`config.mk`:
```
export PLATFORM = sky130hd
export DESIGN_NAME = fft16_seq_ctrl
export DESIGN_NICKNAME = d
export VERILOG_FILES = /design/src/rtl/fft16_pkg.sv /design/src/rtl/fft16_dpram.sv /design/src/rtl/fft16_addr_gen.sv /design/src/rtl/fft16_seq_ctrl.sv
export SDC_FILE = /design/constraint.sdc
export NUM_CORES = 1
export LEC_CHECK = 0
export ABC_CLOCK_PERIOD_IN_PS = 3600
export BUFFER_PORTS_ARGS = -buffer_cell sky130_fd_sc_hd__buf_2
export CORE_MARGIN = 2
export CORE_UTILIZATION = 55
export CTS_BUF_LIST = sky130_fd_sc_hd__clkbuf_4
export CTS_CLUSTER_SIZE = 14
export DETAILED_ROUTE_END_ITERATION = 8
export PLACE_DENSITY_LB_ADDON = 0.25
export SLEW_MARGIN = 20
export SYNTH_ARGS = -nofsm -noshare
export SYNTH_HDL_FRONTEND = slang
export SYNTH_SLANG_ARGS = --single-unit
```
`constraint.sdc`:
```
create_clock -name clk -period 3.6 [get_ports clk]
set_input_delay 0.72 -clock clk [delete_from_list [all_inputs] [get_ports clk]]
set_output_delay 0.72 -clock clk [all_outputs]
set_load 0.005 [all_outputs]
```
`src/rtl/fft16_pkg.sv`:
```
package fft16_pkg;
  localparam int NPT      = 16;
  localparam int RADIX    = 4;
  localparam int DB       = 2;              // bits per base-4 digit
  localparam int AW       = 2 * DB;         // buffer address width
  localparam int PASS_LEN = NPT + RADIX;    // reads plus write-back tail
  localparam int CW       = $clog2(PASS_LEN);

  typedef enum logic [2:0] {
    ST_IDLE,
    ST_LOAD,
    ST_PASS1,
    ST_PASS2,
    ST_UNLOAD
  } seq_state_t;

  // group/leg to buffer address; pass 2 strides by RADIX
  function automatic logic [AW-1:0] grp_addr(input logic second,
                                             input logic [DB-1:0] grp,
                                             input logic [DB-1:0] leg);
    return second ? {leg, grp} : {grp, leg};
  endfunction
endpackage

```
`src/rtl/fft16_dpram.sv`:
```
module fft16_dpram #(
  parameter int WIDTH = 16,
  parameter int DEPTH = 16,
  localparam int AWID = $clog2(DEPTH)
) (
  input  logic             clk,
  input  logic             we,
  input  logic [AWID-1:0]  waddr,
  input  logic [WIDTH-1:0] wdata,
  input  logic [AWID-1:0]  raddr,
  output logic [WIDTH-1:0] rdata
);
  logic [WIDTH-1:0] store [DEPTH];

  always_ff @(posedge clk) begin
    if (we) store[waddr] <= wdata;
  end

  assign rdata = store[raddr];
endmodule

```
`src/rtl/fft16_addr_gen.sv`:
```
module fft16_addr_gen
  import fft16_pkg::*;
(
  input  seq_state_t        state,
  input  logic [CW-1:0]     cnt,
  output logic [AW-1:0]     rd_addr,
  output logic [AW-1:0]     wb_addr,
  output logic [AW-1:0]     ld_addr,
  output logic              rd_act,
  output logic              wb_act,
  output logic [DB-1:0]     rd_leg,
  output logic [3*AW-1:0]   tw_idx
);
  logic          in_pass, second;
  logic [AW-1:0] wpos;
  logic [AW-1:0] grp_ext;

  assign in_pass = (state == ST_PASS1) || (state == ST_PASS2);
  assign second  = (state == ST_PASS2);
  assign wpos    = cnt[AW-1:0] - AW'(RADIX);
  assign rd_act  = in_pass && (cnt < CW'(NPT));
  assign wb_act  = in_pass && (cnt >= CW'(RADIX));
  assign rd_leg  = cnt[DB-1:0];

  assign rd_addr = (state == ST_UNLOAD) ? cnt[AW-1:0]
                 : grp_addr(second, cnt[AW-1:DB], cnt[DB-1:0]);
  assign wb_addr = grp_addr(second, wpos[AW-1:DB], wpos[DB-1:0]);
  // capture order: sample n lands at digit-reversed address
  assign ld_addr = {cnt[DB-1:0], cnt[AW-1:DB]};

  assign grp_ext = {{(AW-DB){1'b0}}, cnt[AW-1:DB]};

  for (genvar n = 1; n < RADIX; n++) begin : g_tw
    assign tw_idx[(n-1)*AW +: AW] = second ? AW'(grp_ext * AW'(n)) : '0;
  end
endmodule

```
`src/rtl/fft16_seq_ctrl.sv`:
```
module fft16_seq_ctrl
  import fft16_pkg::*;
#(
  parameter int DW = 8,
  localparam int SW = 2 * DW
) (
  input  logic                clk,
  input  logic                rst,
  input  logic                start,
  input  logic [SW-1:0]       in_data,
  output logic [RADIX*SW-1:0] bf_op,
  output logic [3*AW-1:0]     tw_idx,
  output logic                bf_strobe,
  input  logic [RADIX*SW-1:0] bf_res,
  output logic                out_valid,
  input  logic                out_ready,
  output logic [SW-1:0]       out_data,
  output logic [AW-1:0]       out_idx
);
  seq_state_t    state;
  logic [CW-1:0] cnt;

  logic [AW-1:0] rd_addr, wb_addr, ld_addr, waddr;
  logic          rd_act, wb_act, we;
  logic [DB-1:0] rd_leg;
  logic [SW-1:0] rdata, wdata;
  logic [SW-1:0] gather [RADIX-1];
  logic [SW-1:0] hold   [RADIX];

  // sequencing
  always_ff @(posedge clk) begin
    if (rst) begin
      state <= ST_IDLE;
      cnt   <= '0;
    end else begin
      case (state)
        ST_IDLE: if (start) begin
          state <= ST_LOAD;
          cnt   <= CW'(1);
        end
        ST_LOAD: if (cnt == CW'(NPT-1)) begin
          state <= ST_PASS1;
          cnt   <= '0;
        end else cnt <= cnt + 1'b1;
        ST_PASS1: if (cnt == CW'(PASS_LEN-1)) begin
          state <= ST_PASS2;
          cnt   <= '0;
        end else cnt <= cnt + 1'b1;
        ST_PASS2: if (cnt == CW'(PASS_LEN-1)) begin
          state <= ST_UNLOAD;
          cnt   <= '0;
        end else cnt <= cnt + 1'b1;
        ST_UNLOAD: if (out_ready) begin
          if (cnt == CW'(NPT-1)) begin
            state <= ST_IDLE;
            cnt   <= '0;
          end else cnt <= cnt + 1'b1;
        end
        default: begin
          state <= ST_IDLE;
          cnt   <= '0;
        end
      endcase
    end
  end

  fft16_addr_gen u_agen (
    .state   (state),
    .cnt     (cnt),
    .rd_addr (rd_addr),
    .wb_addr (wb_addr),
    .ld_addr (ld_addr),
    .rd_act  (rd_act),
    .wb_act  (wb_act),
    .rd_leg  (rd_leg),
    .tw_idx  (tw_idx)
  );

  // write port: capture or in-place write-back
  assign we    = (state == ST_IDLE && start) || (state == ST_LOAD) || wb_act;
  assign waddr = wb_act ? wb_addr : ld_addr;
  assign wdata = wb_act ? hold[cnt[DB-1:0]] : in_data;

  fft16_dpram #(.WIDTH(SW), .DEPTH(NPT)) u_buf (
    .clk   (clk),
    .we    (we),
    .waddr (waddr),
    .wdata (wdata),
    .raddr (rd_addr),
    .rdata (rdata)
  );

  // operand gathering: last leg comes straight from the read port
  assign bf_strobe = rd_act && (rd_leg == DB'(RADIX-1));

  for (genvar l = 0; l < RADIX; l++) begin : g_leg
    if (l < RADIX-1) begin : g_gath
      always_ff @(posedge clk) begin
        if (rd_act && rd_leg == DB'(l)) gather[l] <= rdata;
      end
      assign bf_op[l*SW +: SW] = gather[l];
    end else begin : g_last
      assign bf_op[l*SW +: SW] = rdata;
    end
    always_ff @(posedge clk) begin
      if (bf_strobe) hold[l] <= bf_res[l*SW +: SW];
    end
  end

  // result stream
  assign out_valid = (state == ST_UNLOAD);
  assign out_data  = rdata;
  assign out_idx   = cnt[AW-1:0];

  // write-back and operand read never hit the same word
  a_r4_port_split: assert property (@(posedge clk) disable iff (rst)
    (we && rd_act) |-> (waddr != rd_addr));

  // first pass requests no rotation
  a_r5_pass1_unrotated: assert property (@(posedge clk) disable iff (rst)
    (state == ST_PASS1) |-> (tw_idx == '0));

  // stalled word is held
  a_r9_hold_on_stall: assert property (@(posedge clk) disable iff (rst)
    (out_valid && !out_ready) |=> (out_valid && $stable(out_data) && $stable(out_idx)));

  // bin index advances by one per transfer
  a_r7_idx_step: assert property (@(posedge clk) disable iff (rst)
    (out_valid && out_ready && out_idx != AW'(NPT-1)) |=>
      (out_valid && out_idx == $past(out_idx) + 1'b1));

  // burst ends only after the last bin
  a_r8_burst_end: assert property (@(posedge clk) disable iff (rst)
    $fell(out_valid) |-> ($past(out_idx) == AW'(NPT-1)));
endmodule

```
==> results.yml, run 1 <==
worst_setup_path:
  end_kind: "primary output"
  path_max_fanout: 7
  critical_path.startpoint: "state[2]"
  regToRegEndpoint: "u_buf.store[6][9]"
  crit_path_end: "bf_op[53]"
  crit_type: "flip-flop to primary output"
  critPathBufInv: 2
  worst_path_max_delay_cell: "or3_4"
  arrival_ps: 3060
  cp_num_cells: 8
  critPathLaunchType: "flip-flop"
  max_stage_delay_ps: 410
  rrSetupSlack_ps: 380
  critPathTopFamily: "simple AND/OR/NAND/NOR gates"
  r2r_cells: 8
  critical_path.cell_chain: "and3b_2 -> mux2i_4 -> buf_4 -> nor3_1 -> a32oi_4 -> a21oi_2 -> or3_4 -> buf_2"
  crit_required_ps: 2880
  r2r_start: "cnt[2]"
clock_network:
  h-tree-depth: 3
  clk_latency_ps: 770
  cts_tree: "done"
  cts-buffers-inserted: 93
  clock_path_buffers: 3
  cts_sinks: 378
  cts.clk_slew.worst_paths_ps: 70
  root_buffer: "clkbuf_4"
timing:
  fin_crit_ps: 3780
  setup-tns-final_ps: -2690
  min_period_over_period: 1.05
  slew_violations: 0
  max-slew-margin-rel: 0.414
  max_freq_mhz: 265
  hold_ws_ps: 135
  skew_ps: 83.9
  setup_ws_ps: -178
  setup_violations: 30
  hold_viol: 0
  grt_setup_unrepaired: "true"
  worst_pin_slew_ps: 875
grt:
  antenna_found_initial: 1
  grt_max_degree: 56
  grt_pass1_vias: 11181
  gr-total-overflow: 0
  grtUsageTotal: 0.291
  grt_pass1_wl_mm: 65.7
pwr:
  vdd_drop_max_v: 0.000332
  p_comb_frac: 0.315
  p_sw_frac: 0.313
  leakagePower_nw: 7.24
  p_clk_frac: 0.265
  power_frac_seq: 0.420
  powerDensity_mw_per_mm2: 657
  switchingPower_w: 0.00407
  p_int_w: 0.00895
placed_design:
  hpwlAfterDp_mm: 24.6
  place.gp.congestion: 0.903
  pre_cts_slack_ps: 278
  dpl_cell_area_sq_mm: 0.0171
  port_buffers: 177
route:
  drt-wirelength-per-cell_microns: 24.0
  ant_nets: 0
  vias: 11403
  wirelength_mm: 45.2
  viasPerCell: 6.06
  drt-pass1-iter-count: 6
  drt-initial-drc-count: 1469
  drc_errors: 0
logic_synthesis:
  synth-simple-area-share: 0.101
  synth_fa_ha_area_frac: 0.00871
  synth_ff_type: "edfxtp_1"
  synth_top_family_by_area: "simple AND/OR/NAND/NOR gates"
  yosysWarnings: 0
  netlist_area_sq_mm: 0.0158
  synth_xor_area_frac: 0.000554
  synth-seq-area-share: 0.712
  synth_mux_area_frac: 0.0400
  syn-instance-count: 1116
  syn_area_per_cell_sq_um: 14.2
  synth_compound_area_frac: 0.0965
  synth-seq-cells: 378
  synth_edf_count: 368
  synthArstFlopShare: 0
  synth_cell_types: 58
floorplan:
  die_y_microns: 173
  core_sq_mm: 0.0285
  ios: 182
  placement_rows: 62
  initial_core_util: 0.555
  die_w_microns: 173
  die_area_sq_mm: 0.0301
final_layout:
  final_area_sq_mm: 0.0198
  final_common_cell: "edfxtp_1"
  synthToLayoutAreaGrowth_pct: 25.5
  final_core_util: 0.697
  final_nets: 1529
  mostFrequentLayoutCells: "edfxtp_1, nand2_1, buf_2"
  drive_gt1_frac: 0.391
run:
  cap_violations: 0
hold_path:
  worstHoldPathType: "input port to flip-flop"
  hold_depth: 1
outcome:
  violations: "negative setup slack"
  outcome: "complete, but fails checks"
==> flip-flops by register name (all words and copies together), names as in the netlist, named ones only <==
signal / count
u_buf.store: 256
hold: 64
gather: 48
cnt: 5
state: 3
==> what timing repair did <==
action,CTS,global route
setup endpoints to repair,32,32
hold buffers,0,0
gates cloned,9,5
buffers inserted,38,19
pin swaps,27,35
gates resized for setup,111,49
==> metrics by stage <==
stage / cells / total power, W
2_1_floorplan: 1119 / 0.00749
5_1_grt: 1883 / 0.0135
3_5_place_dp: 1653 / 0.00842
4_1_cts: 1859 / 0.0126
3_3_place_gp: 1653 / 0.00836
6_report: 1883 / 0.0130
==> layer usage <==
metal / up-vias / share of wire / wire length (microns) / global-route usage
li1: 4937 / - / - / -
met1: 5452 / 0.36 / 16300 / 0.379
met2: 860 / 0.47 / 21100 / 0.461
met3: 154 / 0.13 / 5780 / 0.0792
met4: 0 / 0.044 / 2010 / 0.137
met5: - / 0 / 0 / 0
==> area by class of cell <==
type / instances / area [sq um]
inverters: 16 / 61.3
diodes: 1 / 2.50
flip-flops and latches: 378 / 11300
clock buffers: 135 / 1010
repair buffers: 309 / 2370
multi-input cells: 636 / 4510
fillers: 1855 / 8640
well taps: 384 / 480
clock inverters: 24 / 128
==> cells by family after synthesis <==
kind of cell | count (synthesis)
other | 1
multiplexers | 39
adder cells (fa/ha/maj) | 11
AND/OR/NAND/NOR | 353
flip-flops | 378
XOR/XNOR | 1
buffers and inverters | 107
AO/OA/AOI/OAI | 226
==> synthesized netlist by cell type, types with 6 or more instances <==
master,instances,area [sq um]
a211oi_1,9,67.6
a21oi_1,68,340
a221o_1,8,80.1
a221oi_1,7,61.3
a22o_1,10,87.6
a22oi_1,20,150
a311oi_1,11,96.3
a31oi_1,10,62.6
and2_1,15,93.8
and3_1,16,100
buf_2,32,160
buf_4,36,270
buf_6,10,113
clkbuf_1,10,37.5
dfxtp_1,10,200
edfxtp_1,368,11100
ha_1,11,138
inv_1,15,56.3
mux2_2,17,191
mux4_2,16,360
nand2_1,187,702
nand2b_1,6,37.5
nand3_1,28,140
nand4_1,11,68.8
nor2_1,48,180
nor3_1,24,120
o211ai_1,8,60.1
o21ai_0,29,145
o2bb2ai_1,6,52.6
o32ai_1,7,61.3
==> power by group through the flow <==
stage                     sequential, W  clock, W  combinational, W
after CTS                       0.00546   0.00348           0.00367
final                           0.00547   0.00346           0.00410
after global placement          0.00554         0           0.00282
after global routing            0.00549   0.00373           0.00433
after floorplan                 0.00551         0           0.00198
after detailed placement        0.00555         0           0.00287
==> worst min-delay path by stage <==
stage	slack (ps)	start	to
floorplan	520	cnt[4]	cnt[4]
global route	90	bf_res[31]	hold[1][15]
detailed placement	510	cnt[0]	cnt[0]
finish	140	bf_res[31]	hold[1][15]
CTS	100	bf_res[31]	hold[1][15]
global placement	510	cnt[0]	cnt[0]
(Power assumes the default switching activity.)
==> run 2, diff against run 1 <==
--- a/config.mk
+++ b/config.mk
@@ -8,7 +8,7 @@
 export ABC_CLOCK_PERIOD_IN_PS = 3600
 export BUFFER_PORTS_ARGS = -buffer_cell sky130_fd_sc_hd__buf_2
 export CORE_MARGIN = 2
-export CORE_UTILIZATION = 55
+export CORE_UTILIZATION = 61
 export CTS_BUF_LIST = sky130_fd_sc_hd__clkbuf_4
 export CTS_CLUSTER_SIZE = 14
 export DETAILED_ROUTE_END_ITERATION = 8
@@ -17,3 +17,4 @@
 export SYNTH_ARGS = -nofsm -noshare
 export SYNTH_HDL_FRONTEND = slang
 export SYNTH_SLANG_ARGS = --single-unit
+export TNS_END_PERCENT = 10
==> run 2 against run 1 <==
Effect of this change: the run still ends with negative setup slack left; cell count decreased by 4.5%; clock-buffer cell count down 10; first-iteration DRC count is 8.0% higher; combinational power fell by 13%; hold slack improved by 20 ps; critical endpoint is now out_data[12].
==> results.yml, run 2 (same netlist as run 1, synthesis figures left out) <==
outcome:
  outcome: "complete, but fails checks"
  violations: "negative setup slack"
clock_network:
  clk_latency_ps: 740
  cts_hold_buffers: 0
  cts.clk_slew.worst_paths_ps: 70
  h-tree-depth: 3
  cts_tree: "done"
  root_buffer: "clkbuf_4"
  cts_sinks: 378
  cts-buffers-inserted: 91
  clock_path_buffers: 3
final_layout:
  final_common_cell: "edfxtp_1"
  mostFrequentLayoutCells: "edfxtp_1, nand2_1, buf_2"
  fillCellCount: 1503
  reg.largest.list: "u_buf.store (256), hold (64), gather (48)"
  final_core_util: 0.757
  largest_reg_flops: 256
  regMostFlops: "u_buf.store"
  drive_gt1_frac: 0.360
  final_nets: 1498
  synthToLayoutAreaGrowth_pct: 21.3
  final_area_sq_mm: 0.0192
placed_design:
  hpwlAfterDp_mm: 24.2
  place.gp.congestion: 0.884
  pre_cts_slack_ps: 91.2
  dpl_cell_area_sq_mm: 0.0171
  port_buffers: 177
worst_setup_path:
  worst_path_max_delay_cell: "a2111oi_1"
  r2r_start: "cnt[3]"
  max_stage_delay_ps: 470
  crit_type: "flip-flop to primary output"
  r2r_cells: 8
  critical_path.cell_chain: "nand3b_2 -> a21o_4 -> buf_12 -> a2111oi_1 -> a211o_1 -> o22ai_2 -> buf_4 -> buf_2"
  rrSetupSlack_ps: 440
  path_max_fanout: 26
  critPathLaunchType: "flip-flop"
  arrival_ps: 2970
  regToRegEndpoint: "u_buf.store[9][12]"
  end_kind: "primary output"
  crit_required_ps: 2880
floorplan:
  die_area_sq_mm: 0.0272
  initial_core_util: 0.624
  placement_rows: 58
  ios: 182
  core_sq_mm: 0.0253
  die_y_microns: 165
  die_w_microns: 165
timing:
  max_freq_mhz: 271
  max-slew-margin-rel: 0.280
  worst_pin_slew_ps: 1080
  skew_ps: 59.1
  setup-tns-final_ps: -692
  min_period_over_period: 1.02
  grt_setup_unrepaired: "true"
  setup_ws_ps: -87.5
  hold_viol: 0
  setup_violations: 18
  fin_crit_ps: 3690
  slew_violations: 0
pwr:
  powerDensity_mw_per_mm2: 649
  switchingPower_w: 0.00386
  total_power_w: 0.0124
  p_sw_frac: 0.310
  p_clk_frac: 0.272
  p_int_w: 0.00858
  p_comb_frac: 0.286
  leakagePower_nw: 6.93
  vdd_drop_max_v: 0.000359
  power_frac_seq: 0.442
route:
  wirelength_mm: 41.4
  ant_nets: 0
  drc_errors: 0
  vias: 11219
  drt-wirelength-per-cell_microns: 23.0
  drt-pass1-iter-count: 6
  drt-initial-drc-count: 1586
  viasPerCell: 6.24
hold_path:
  hold_depth: 1
  worstHoldEndpoint: "hold[1][5]"
  min_from: "bf_res[21]"
  worstHoldPathType: "input port to flip-flop"
grt:
  antenna_found_initial: 1
  grt_max_degree: 55
  grt_pass1_wl_mm: 61.3
  grt_pass1_vias: 10888
  gr-total-overflow: 0
  grtUsageTotal: 0.307
run:
  cap_violations: 0
[run 2: cell types whose count changed in the layout (fill, tap and decap cells not counted), moves of 4 or more]
cell	change
a21oi_2	-5
clkbuf_4	-10
a21oi_1	+5
nor3_4	-4
buf_4	-7
clkinv_1	+11
buf_6	-13
nand3_1	+4
nor3_2	+5
[run 2: power by group through the flow]
stage,registers (W),logic [W],clock network (W)
global placement,0.00556,0.00279,0
detailed placement,0.00557,0.00286,0
global route,0.00552,0.00382,0.00368
finish,0.00550,0.00356,0.00339
CTS,0.00549,0.00336,0.00343
floorplan,0.00551,0.00198,0
[run 2: per-layer routing]
metal  part of all wire  vias up  global-route usage  routed length (microns)
met1               0.36     5356               0.397                    15000
met4              0.043        0               0.151                     1780
met2               0.48      840               0.493                    19700
li1                   -     4893                   -                        -
met3               0.12      130              0.0726                     4890
met5                  0        -                   0                        0
[run 2: area by class of cell]
type	count	area, sq um	area share
Sequential cell	378	11300	0.588
Clock buffer	125	938	0.0489
Multi-Input combinational cell	636	4360	0.227
Tap cell	330	413	0.0215
Clock inverter	32	178	0.00927
Timing Repair Buffer	280	1940	0.101
Inverter	16	61.3	0.00320
Antenna cell	1	2.50	0.000131
[run 2: how the worst max path moves through the flow]
| stage | start | end | cells past startpoint |
|---|---|---|---|
| 6_report | state[2] | out_data[12] | 8 |
| 5_1_grt | state[0] | out_data[12] | 10 |
| 3_5_place_dp | state[1] | out_data[0] | 7 |
| 2_1_floorplan | cnt[0] | u_buf.store[13][0] | 9 |
| 3_3_place_gp | state[1] | bf_op[57] | 7 |
| 4_1_cts | state[2] | out_data[12] | 8 |
[run 2: repair_timing]
action / in CTS / in global routing
setup endpoints to repair: 32 / 32
cloned: 5 / 1
resized for setup: 80 / 35
pin swaps: 17 / 11
setup buffers: 33 / 7
[run 2: worst max-delay path: cells and delay by family, from the launching register on]
| kind | cells | cell delay, ps |
|---|---|---|
| AO/OA/AOI/OAI | 4 | 1060 |
| buffers and inverters | 3 | 490 |
| flip-flops | 1 | 370 |
| AND/OR/NAND/NOR | 1 | 340 |
[run 2: per-stage QoR]
stage               std cells  hold WS (ps)
finish                   1798           155
global route             1798           128
CTS                      1789           121
detailed placement       1594           575
global placement         1594           567
floorplan                1119           522
